## src/rtl/rst_timeout_seq_pkg.sv

```systemverilog
package rst_timeout_seq_pkg;

  typedef enum logic [2:0] {
    ST_POR  = 3'd0,
    ST_PWRT = 3'd1,
    ST_OST  = 3'd2,
    ST_PLL  = 3'd3,
    ST_RUN  = 3'd4,
    ST_BOR  = 3'd5
  } seqState_t;

  // control -> datapath
  typedef struct packed {
    logic clrTimer;
    logic cntRc;
    logic cntOsc;
  } seqStrobe_t;

  // datapath -> control
  typedef struct packed {
    logic pwrtDone;
    logic ostDone;
    logic lockDone;
    logic borTrip;
    logic pinHigh;
  } seqFlags_t;

  localparam logic [2:0] MODE_HS_PLL = 3'd3;

  function automatic logic modeNeedsOst(input logic [2:0] mode);
    return mode <= MODE_HS_PLL;
  endfunction

  function automatic logic modeHasPll(input logic [2:0] mode);
    return mode == MODE_HS_PLL;
  endfunction

endpackage

```

## src/rtl/rst_timeout_seq_dp.sv

```systemverilog
module rst_timeout_seq_dp
  import rst_timeout_seq_pkg::*;
#(
  parameter int PUT_BITS   = 11,
  parameter int OST_COUNT  = 1024,
  parameter int LOCK_TICKS = 62,
  parameter int BOR_FILT   = 4
) (
  input  logic       clk,
  input  logic       powerOnPulse,
  input  logic       lowSupply,
  input  logic       brownEn,
  input  logic       extResetN,
  input  logic       rcTick,
  input  logic       oscTick,
  input  seqStrobe_t strobe,
  output seqFlags_t  flags
);

  localparam int CNT_W  = PUT_BITS + 1;
  localparam int FILT_W = $clog2(BOR_FILT + 1);
  localparam logic [CNT_W-1:0]  PWRT_END = CNT_W'(1 << PUT_BITS);
  localparam logic [CNT_W-1:0]  OST_END  = CNT_W'(OST_COUNT);
  localparam logic [CNT_W-1:0]  LOCK_END = CNT_W'(LOCK_TICKS);
  localparam logic [FILT_W-1:0] FILT_END = FILT_W'(BOR_FILT);

  logic [CNT_W-1:0]  tmrCnt;
  logic [FILT_W-1:0] filtCnt;
  logic              pinMeta;
  logic              pinSync;
  logic              tmrStep;

  // one shared stage timer, fed by whichever tick the current stage uses
  assign tmrStep = (strobe.cntRc && rcTick) || (strobe.cntOsc && oscTick);

  always_ff @(posedge clk) begin
    if (powerOnPulse || strobe.clrTimer) begin
      tmrCnt <= '0;
    end else if (tmrStep && (tmrCnt != {CNT_W{1'b1}})) begin
      tmrCnt <= tmrCnt + 1'b1;
    end
  end

  // brown-out glitch filter: consecutive RC ticks with the flag set
  always_ff @(posedge clk) begin
    if (powerOnPulse || !lowSupply || !brownEn) begin
      filtCnt <= '0;
    end else if (rcTick && (filtCnt != FILT_END)) begin
      filtCnt <= filtCnt + 1'b1;
    end
  end

  // external pin synchronizer
  always_ff @(posedge clk) begin
    pinMeta <= extResetN;
    pinSync <= pinMeta;
  end

  always_comb begin
    flags.pwrtDone = (tmrCnt == PWRT_END);
    flags.ostDone  = (tmrCnt == OST_END);
    flags.lockDone = (tmrCnt == LOCK_END);
    flags.borTrip  = brownEn && lowSupply && (filtCnt == FILT_END);
    flags.pinHigh  = pinSync;
  end

endmodule

```

## src/rtl/rst_timeout_seq_ctrl.sv

```systemverilog
module rst_timeout_seq_ctrl
  import rst_timeout_seq_pkg::*;
(
  input  logic       clk,
  input  logic       powerOnPulse,
  input  logic       lowSupply,
  input  logic       timerEnN,
  input  logic [2:0] oscMode,
  input  seqFlags_t  flags,
  output seqState_t  state,
  output seqStrobe_t strobe
);

  seqState_t stateNext;
  logic      borPath;
  logic      needOst;
  logic      needPll;

  assign needOst = modeNeedsOst(oscMode);
  assign needPll = modeHasPll(oscMode);

  always_comb begin
    stateNext = state;
    unique case (state)
      ST_POR: begin
        if (!timerEnN)    stateNext = ST_PWRT;
        else if (needOst) stateNext = ST_OST;
        else              stateNext = ST_RUN;
      end
      ST_PWRT: begin
        if (flags.borTrip)       stateNext = ST_BOR;
        else if (flags.pwrtDone) begin
          if (borPath)      stateNext = ST_RUN;
          else if (needOst) stateNext = ST_OST;
          else              stateNext = ST_RUN;
        end
      end
      ST_OST: begin
        if (flags.borTrip)      stateNext = ST_BOR;
        else if (flags.ostDone) stateNext = needPll ? ST_PLL : ST_RUN;
      end
      ST_PLL: begin
        if (flags.borTrip)       stateNext = ST_BOR;
        else if (flags.lockDone) stateNext = ST_RUN;
      end
      ST_RUN: begin
        if (flags.borTrip) stateNext = ST_BOR;
      end
      ST_BOR: begin
        if (!lowSupply) stateNext = timerEnN ? ST_RUN : ST_PWRT;
      end
      default: stateNext = ST_POR;
    endcase
  end

  always_ff @(posedge clk) begin
    if (powerOnPulse) state <= ST_POR;
    else              state <= stateNext;
  end

  // remembers that the current climb started from a brown-out, so OST is skipped
  always_ff @(posedge clk) begin
    if (powerOnPulse || state == ST_POR) borPath <= 1'b0;
    else if (state == ST_BOR)            borPath <= 1'b1;
  end

  always_comb begin
    strobe.clrTimer = powerOnPulse || (stateNext != state);
    strobe.cntRc    = (state == ST_PWRT) || (state == ST_PLL);
    strobe.cntOsc   = (state == ST_OST);
  end

endmodule

```

## src/rtl/rst_timeout_seq.sv

```systemverilog
module rst_timeout_seq
  import rst_timeout_seq_pkg::*;
#(
  parameter int PUT_BITS   = 11,
  parameter int OST_COUNT  = 1024,
  parameter int LOCK_TICKS = 62,
  parameter int BOR_FILT   = 4
) (
  input  logic       clk,
  input  logic       powerOnPulse,
  input  logic       lowSupply,
  input  logic       extResetN,
  input  logic [2:0] oscMode,
  input  logic       timerEnN,
  input  logic       brownEn,
  input  logic       rcTick,
  input  logic       oscTick,
  output logic       coreReset,
  output logic [2:0] stage
);

  seqState_t  state;
  seqStrobe_t strobe;
  seqFlags_t  flags;

  rst_timeout_seq_ctrl ctrlInst (
    .clk          (clk),
    .powerOnPulse (powerOnPulse),
    .lowSupply    (lowSupply),
    .timerEnN     (timerEnN),
    .oscMode      (oscMode),
    .flags        (flags),
    .state        (state),
    .strobe       (strobe)
  );

  rst_timeout_seq_dp #(
    .PUT_BITS   (PUT_BITS),
    .OST_COUNT  (OST_COUNT),
    .LOCK_TICKS (LOCK_TICKS),
    .BOR_FILT   (BOR_FILT)
  ) dpInst (
    .clk          (clk),
    .powerOnPulse (powerOnPulse),
    .lowSupply    (lowSupply),
    .brownEn      (brownEn),
    .extResetN    (extResetN),
    .rcTick       (rcTick),
    .oscTick      (oscTick),
    .strobe       (strobe),
    .flags        (flags)
  );

  assign stage     = state;
  assign coreReset = (state != ST_RUN) || !flags.pinHigh;

endmodule

```

## config.mk

```make
export PLATFORM = sky130hd
export DESIGN_NAME = rst_timeout_seq
export DESIGN_NICKNAME = d
export VERILOG_FILES = /design/src/rtl/rst_timeout_seq_pkg.sv /design/src/rtl/rst_timeout_seq_dp.sv /design/src/rtl/rst_timeout_seq_ctrl.sv /design/src/rtl/rst_timeout_seq.sv
export SDC_FILE = /design/constraint.sdc
export NUM_CORES = 1
export LEC_CHECK = 0
export ABC_AREA = 1
export CAP_MARGIN = 40
export CORE_MARGIN = 2
export CORE_UTILIZATION = 40
export DETAILED_ROUTE_END_ITERATION = 8
export GPL_TIMING_DRIVEN = 0
export PLACE_DENSITY = 0.69
export SYNTH_ARGS = -nofsm -noshare
export SYNTH_HDL_FRONTEND = slang
export SYNTH_SLANG_ARGS = --single-unit
export TNS_END_PERCENT = 100
```

## constraint.sdc

```tcl
create_clock -name clk -period 1.48 [get_ports clk]
set_input_delay 0.148 -clock clk [delete_from_list [all_inputs] [get_ports clk]]
set_output_delay 0.148 -clock clk [all_outputs]
set_load 0.01 [all_outputs]
```

==> parameters.txt, run 1 <==
Parameter                              Value

Status
  Result of the run ... finished, violations left
  Failing checks ... negative setup slack

Synthesis
  Flip-flop and latch count after synthesis ... 21
  Mapped cell area ... between 1000 and 1500 um^2
  Yosys cell types ... 28
  Syn Area/Cell ... 6.46 um^2
  Net count after synthesis ... between 200 and 250
  Post-synthesis instance total ... 228
  Fraction of the yosys area taken by sequential cells ... 28.5%
  Warning count from the yosys run ... 0

Pwr
  Reported leakage power ... approximately 0.84 nW
  Post-route total power ... about 1.4 mW
  Power density cells ... about 670 nW/um^2
  Worst vdd ir ... ~0.4 mV

Setup path
  FF-to-FF Start ... dpInst.tmrCnt[1]
  Kind of end point of the critical path ... flop
  Worst stage delay on the critical path ... approximately 370 ps
  CP startpoint ... dpInst.tmrCnt[1]
  Setup slack, reg-to-reg ... -340 ps
  R2r worst-path depth ... 11
  CP Data Required Time ... 1690 ps
  Cell with the biggest individual delay on the critical path ... dfxtp_4
  Kind of critical path ... flop to flop
  Crit Path Max Fanout ... 5
  Capture point of the worst reg-to-reg path ... dpInst.tmrCnt[6]
  Critical Path Source Type ... flop
  Critical path cell sequence ... inv_4, ha_4, nand2_4, nor2_4, nand3_2, a31oi_4, nand3_2, nor2_4, nand2_4, clkbuf_16, nor2_2
  Arrival time reported for the critical path endpoint ... 2030 ps

Finish
  Final #Nets ... around 270
  Area growth, synth to finish ... 38.2%
  Number of antenna diodes ... 0
  Share of post-route cells with drive strength above 1 ... roughly 34%
  Finished Layout Cells ... 304
  Filler Cell Count ... 342
  Total non-filler cell area in the finished layout ... roughly 2000 um^2
  Core occupancy in the finished layout ... approximately 56%

CTS
  Worst-skew pair later-pin latency ... ~270 ps
  Number of buffers on the longest clock path ... 2
  Worst-path clk slew ... ~80 ps
  Number of buffers inserted for hold repair after clock tree synthesis ... 0
  Total CTS buffers ... 3
  Number of H-tree levels ... 1
  Clock root cell ... clkbuf_8
  TritonCTS clock tree ... built
  Number of clock sinks ... 21

Timing
  Setup total negative slack ... -3830 ps
  Shortest period the worst path allows ... around 1800 ps
  Maximum clock frequency ... about 550 MHz
  Setup violations, final ... 14
  Final Hold Vio Count ... 0
  Setup repair after global routing missed its margin ... yes
  Number of max-slew violations in the final report ... 0
  Clock Skew ... 1.80 ps
  Final critical-path share of the clock period ... 123%
  Max-slew headroom at the worst pin ... between 80% and 90%
  Smallest hold slack ... 317 ps
  Crit path setup slack, layout ... -338 ps
  Measured slew at the worst slew-check pin ... ~250 ps

Routing
  Number of remaining DRC errors ... 0
  Router iterations before antenna repair ... 4
  Aggregate routed wire length ... around 3400 um
  Post-DR vias/cell ... 4.77
  Violation count after the first detailed-routing iteration ... between 40 and 50
  Number of vias after detailed routing ... 1449
  Number of nets with antenna violations after detailed routing ... 0
  Wire length per cell ... roughly 11 um

Floorplanning
  Top-Level Pins ... 15
  Starting density of the core ... about two fifths
  Number of cell rows ... 22
  Die height ... ~65 um
  Total Die Area ... 4180 um^2
  Die Width ... roughly 65 um
  Core ar. ... about 3600 um^2

Placement
  DPL Wire Length ... ~2400 um
  Quantity of I/O buffers inserted on ports ... 14
  Setup slack after placement ... -508 ps
  Placed Cells incl. Taps ... between 200 and 300
  Cell area reported after detailed placement ... between 1500 and 2000 um^2
  GP Congestion ... between 0.8 and 0.9

Global route
  Maximum number of pins on one net before global-route repair ... 12
  Via count of the first global-routing pass ... between 1000 and 1500
  Global-route wire length before repair ... 5650 um
  Initial antenna violation count ... 0
  Global-route usage over all layers ... 17.0%
  Overall overflow remaining after global route ... 0

Hold path
  Worst Hold End ... dpInst.pinMeta
  Min-Delay Path Depth ... 1
  Min-Delay Path Class ... input port to flop
  Hold wc startpoint ... extResetN

Job
  Max Cap Violations ... 0
repair_timing:
action / CTS / global route
pin swaps: 5 / 12
endpoints found under the setup margin: 13 / 15
gates cloned: 0 / 1
setup buffers: 3 / 6
gates resized for setup: 9 / 40
state kept, by name, indices dropped and copies added, names as in the netlist:
| signal | cells |
|---|---|
| dpInst.tmrCnt | 12 |
| ctrlInst.state | 3 |
| dpInst.filtCnt | 3 |
| ctrlInst.borPath | 1 |
| dpInst.pinMeta | 1 |
| dpInst.pinSync | 1 |
cell type report:
type	instances	area, um^2	area share (%)
Sequential cell	21	437	21.5
Tap cell	48	60.1	2.95
Buffer	2	27.5	1.35
Inverter	39	154	7.56
Clock buffer	4	45.0	2.21
Multi-Input combinational cell	166	1080	53.1
Timing Repair Buffer	24	231	11.4
layer usage:
metal | share of wire, % | global-route usage (%) | routed length [um]
met5 | 0 | 0 | 0
met4 | 2.1 | 7.45 | 72
met3 | 1.9 | 2.43 | 63
met2 | 47 | 27.9 | 1610
met1 | 49 | 22.3 | 1650
power by group:
part           leakage (nW)  total (mW)  internal (mW)  switching, mW
registers             0.175       0.591          0.576         0.0150
clock network        0.0228       0.393          0.192          0.201
logic                 0.638       0.377          0.172          0.204
Yosys cell counts:
cell type	n	area (um^2)
nand3_1	16	80.1
buf_6	1	11.3
nor2_8	1	20.0
nor3_1	7	35.0
xor2_1	9	78.8
nand2_2	4	25.0
o21ai_1	1	5.00
nand2_1	59	221
inv_2	3	11.3
clkinv_1	1	3.75
buf_2	1	5.00
nor2_4	2	22.5
or2_2	1	6.26
dfxtp_1	21	420
nor2_2	14	87.6
xnor2_1	3	26.3
a211oi_1	1	7.51
a21oi_1	6	30.0
nand4_1	2	12.5
ha_1	5	62.6
nand2_4	1	11.3
nor2_1	24	90.1
a31oi_1	1	6.26
o21ai_0	5	25.0
inv_1	35	131
nor4_1	1	6.26
nor3_2	1	10.0
nand3_2	2	20.0
cell usage in the layout, fill, tap and decap left out, types with 6 or more instances in the layout:
cell type | netlist | routed
nor2_4 | 2 | 12
dfxtp_1 | 21 | 12
nor2_2 | 14 | 12
xor2_1 | 9 | 9
inv_1 | 35 | 30
nand2_2 | 4 | 11
nand2_1 | 59 | 50
buf_4 | 0 | 10
nand3_1 | 16 | 14
dfxtp_2 | 0 | 7
nor2_1 | 24 | 16
inv_2 | 3 | 6
clkdlybuf4s50_1 | 0 | 13
kinds of logic after synthesis:
kind of cell | after synthesis | synth area share (%)
flops | 21 | 28.5
buf+inv | 41 | 11.0
compound gates | 14 | 5.01
xor+xnor | 12 | 7.14
simple gates | 135 | 44.0
fa+ha+maj | 5 | 4.25
worst max-delay path by stage:
stage / endpoint / depth (start not counted)
3_5_place_dp: dpInst.tmrCnt[5] / 10
3_3_place_gp: dpInst.tmrCnt[11] / 10
2_1_floorplan: dpInst.tmrCnt[8] / 13
5_1_grt: dpInst.tmrCnt[8] / 11
4_1_cts: dpInst.tmrCnt[5] / 15
6_report: dpInst.tmrCnt[6] / 11
worst max-delay path, delay by kind of cell, from the launching register on:
| family | cells | cell delay, ps |
|---|---|---|
| AO/OA/AOI/OAI | 1 | 220 |
| buffers and inverters | 2 | 230 |
| AND/OR/NAND/NOR | 7 | 790 |
| adder cells (fa/ha/maj) | 1 | 130 |
| flip-flops | 1 | 370 |
(Power assumes the default switching activity.)
==> run 2: changes to the inputs <==
Settings changed: ABC_AREA 1 to 0.
==> parameters.txt, run 2 <==
Parameter                              Value

Global route
  Initial antenna violation count ... 0 (unchanged)
  Global-route usage over all layers ... 18.7% (+1.6 points)
  Global-route wire length before repair ... 6010 um (+6.3%)
  Overall overflow remaining after global route ... 0 (unchanged)
  Via count of the first global-routing pass ... 1368 (+3.8%)
  Maximum number of pins on one net before global-route repair ... 12 (unchanged)

Floorplanning
  Total Die Area ... 4100 um^2 (-2.0%)
  Die height ... 64.0 um (-1.0%)
  Core ar. ... 3390 um^2 (-6.0%)
  Starting density of the core ... 42.5% (+1.7 points)
  Number of cell rows ... 21 (-4.5%)
  Die Width ... 64.0 um (-1.0%)
  Top-Level Pins ... 15 (unchanged)

CTS
  TritonCTS clock tree ... built
  Number of buffers on the longest clock path ... 2 (unchanged)
  Number of clock sinks ... 21 (unchanged)
  Worst-path clk slew ... 120 ps (+40 ps)
  Worst-skew pair later-pin latency ... 310 ps (+40 ps)
  Total CTS buffers ... 3 (unchanged)
  Number of H-tree levels ... 1 (unchanged)
  Clock root cell ... clkbuf_4

Routing
  Aggregate routed wire length ... 3570 um (+5.4%)
  Router iterations before antenna repair ... 4 (unchanged)
  Number of vias after detailed routing ... 1312 (-9.5%)
  Number of remaining DRC errors ... 0 (unchanged)
  Number of nets with antenna violations after detailed routing ... 0 (unchanged)
  Violation count after the first detailed-routing iteration ... 38 (-19%)
  Post-DR vias/cell ... 5.61 (+18%)
  Wire length per cell ... 15.3 um (+37%)

Pwr
  Internal ... 1.19 mW (+27%)
  Power density cells ... 966 nW/um^2 (+44%)
  Clock network fraction of design power ... 15.1% (-14 points)
  Worst vdd ir ... 0.707 mV (+78%)
  Switching part of the total power ... 36.9% (+6.0 points)
  Reported leakage power ... 0.666 nW (-20%)
  Sequential share of power ... 33.1% (-10 points)
  Reported net switching power ... 698 uW (+66%)
  Power share of the combinational group ... 51.8% (+24 points)

Synthesis
  Post-synthesis instance total ... 155 (-32%)
  Warning count from the yosys run ... 0 (unchanged)
  Most common library cells after synthesis ... 21 x dfxtp_1, 10 x nor2_1, 10 x nor3_2
  Net count after synthesis ... 171 (-30%)
  Leading cell type by number of instances after synthesis ... dfxtp_1
  Async S/R FF share, synth ... 0% (unchanged)
  Syn Area/Cell ... 9.30 um^2 (+44%)
  Library cell with the largest summed area after synthesis ... dfxtp_1
  Mapped cell area ... 1440 um^2 (-2.1%)
  Number of synthesized flops with an enable pin ... 0 (unchanged)
  Main flop type after synthesis ... dfxtp_1
  Yosys cell types ... 48 (+71%)
  Synth top area cells ... dfxtp_1 29%, nor3_2 6.9%, xor2_1 4.9%, ha_1 4.3%, nor3_1 3.1%
  Flip-flop and latch count after synthesis ... 21 (unchanged)
  Fraction of the yosys area taken by sequential cells ... 29.2% (+0.62 points)
  Portion of synthesized cell area occupied by the leading cell type ... 29.2% (+0.62 points)

Timing
  Setup repair after global routing missed its margin ... yes
  Setup violations, final ... 15 (+1)
  Final critical-path share of the clock period ... 140% (+17 points)
  Clock Skew ... 8.28 ps (+6.48 ps)
  Measured slew at the worst slew-check pin ... 531 ps (+279 ps)
  Setup total negative slack ... -7660 ps (-3830 ps)
  Final Hold Vio Count ... 0 (unchanged)
  Max-slew headroom at the worst pin ... 64.1% (-19 points)
  Number of max-slew violations in the final report ... 0 (unchanged)
  Shortest period the worst path allows ... 2070 ps (+256 ps)
  Crit path setup slack, layout ... -593 ps (-256 ps)
  Maximum clock frequency ... 482 MHz (-12%)

Hold path
  Hold wc startpoint ... extResetN
  Min-Delay Path Class ... input port to flop

Setup path
  Setup slack, reg-to-reg ... -590 ps (-260 ps)
  CP startpoint ... dpInst.tmrCnt[0]
  Critical Path Source Type ... flop
  CP Data Required Time ... 1680 ps (about the same)
  Number of buffer and inverter instances along the worst setup path ... 3 (+1)
  Kind of end point of the critical path ... flop
  Worst stage delay on the critical path ... 390 ps (+20 ps)
  FF-to-FF Start ... dpInst.tmrCnt[0]
  Crit-path leading delay family ... compound AO/OA/AOI/OAI gates
  Arrival time reported for the critical path endpoint ... 2270 ps (+240 ps)
  Most Frequent Cell on Critical Path ... buf_6
  Critical path cell sequence ... inv_2, ha_4, nor4b_4, nand3_2, buf_6, nand2_4, a2111oi_4, mux2i_2, buf_6, nor3_4
  Crit Path Max Fanout ... 5 (unchanged)
  Cell with the biggest individual delay on the critical path ... a2111oi_4
  Kind of critical path ... flop to flop

Finish
  Final #Nets ... 205 (-25%)
  Commonest non-fill, non-tap cell in the layout ... dfxtp_1
  Combined area of the multi-input logic cells ... 1050 um^2 (-2.5%)
  Register with the most flip-flops ... dpInst.tmrCnt
  Number of antenna diodes ... 0 (unchanged)
  Filler Cell Count ... 310 (-9.4%)
  Finished Layout Cells ... 234 (-23%)
  Max FFs per register ... 12 (unchanged)
  Area growth, synth to finish ... 36.0%
  Area used by sequential logic in the layout ... 434 um^2 (-0.57%)
  Core occupancy in the finished layout ... 57.8% (+1.4 points)
  Regs by FF count ... dpInst.tmrCnt x12, ctrlInst.state x3, dpInst.filtCnt x3
  Share of post-route cells with drive strength above 1 ... 41.0% (+7.4 points)
  Most used cells in the layout excluding fill and tap cells ... 14 x dfxtp_1, 13 x clkdlybuf4s50_1, 12 x nor3_2

Status
  Result of the run ... finished, violations left
  Failing checks ... negative setup slack

Placement
  Quantity of I/O buffers inserted on ports ... 14 (unchanged)
  GP Congestion ... 0.852 (+0.47%)
  Placed Cells incl. Taps ... 215 (-26%)
  DPL Wire Length ... 2380 um (-1.7%)

Job
  Max Cap Violations ... 0 (unchanged)
-- run 2: changes by cell type after synthesis, moves of 4 or more --
| cell | change |
|---|---|
| inv_1 | -30 |
| nand4_1 | +5 |
| nand2_2 | -4 |
| nor3_2 | +9 |
| nor2_1 | -14 |
| nor2_2 | -12 |
| nand2_1 | -52 |
| nand3_1 | -9 |
-- run 2: logic make-up after synthesis --
group           share of synthesized area (%)
flops                                    29.2
buf+inv                                  6.34
fa+ha+maj                                4.34
simple gates                             35.9
mux                                      2.69
compound gates                           14.2
xor+xnor                                 7.29
-- run 2: worst paths after layout --
path	endpoint	cells past startpoint
hold / removal	dpInst.pinMeta	1
setup reg to reg	dpInst.tmrCnt[5]	10
setup / recovery	dpInst.tmrCnt[5]	10
hold reg to reg	dpInst.pinSync	0
-- run 2: metal layers --
| metal | track usage (%) | vias up | wire (um) |
|---|---|---|---|
| met2 | 33.1 | 43 | 1860 |
| met4 | 7.07 | 0 | 76 |
| met1 | 21.5 | 621 | 1480 |
| li1 | - | 640 | - |
| met5 | 0 | - | 0 |
| met3 | 4.40 | 8 | 152 |
-- run 2: through the flow --
| step | hold WS [ps] | setup WS, ps | total power [mW] | instance area, um^2 |
|---|---|---|---|---|
| floorplan | 176 | -415 | 1.18 | 1490 |
| global placement | 317 | -702 | 1.35 | 1680 |
| detailed placement | 316 | -750 | 1.37 | 1680 |
| CTS | 269 | -556 | 1.86 | 1910 |
| global route | 258 | -678 | 1.99 | 1960 |
| finish | 272 | -593 | 1.89 | 1960 |
-- run 2: area by class of cell --
cell class                      instances  share of cell area [%]
Sequential cell                        21                    22.1
Inverter                                6                    1.15
Multi-Input combinational cell        121                    53.7
Tap cell                               46                    2.94
Clock buffer                            4                    1.34
Buffer                                  7                    4.08
Timing Repair Buffer                   29                    14.6
-- run 2: power by group through the flow --
stage	clock network (mW)	registers, mW	logic [mW]
after floorplan	0	0.642	0.538
after global routing	0.320	0.631	1.04
after global placement	0	0.638	0.707
after detailed placement	0	0.639	0.727
final	0.285	0.627	0.981
after CTS	0.297	0.624	0.940
-- run 2: worst reg2reg max path, cell delays in order (launching register included) --
cell,delay [ps]
dfxtp_2,350
inv_2,60
ha_4,150
nor4b_4,130
nand3_2,130
buf_6,110
nand2_4,40
a2111oi_4,390
mux2i_2,380
buf_6,190
nor3_4,50
-- run 2: timing repair --
action,in CTS,in global routing
gates cloned,2,0
gates resized for setup,22,9
endpoints found under the setup margin,17,18
pin swaps,16,6
hold buffers,0,0
buffers inserted,11,2
hold endpoints to repair,0,0
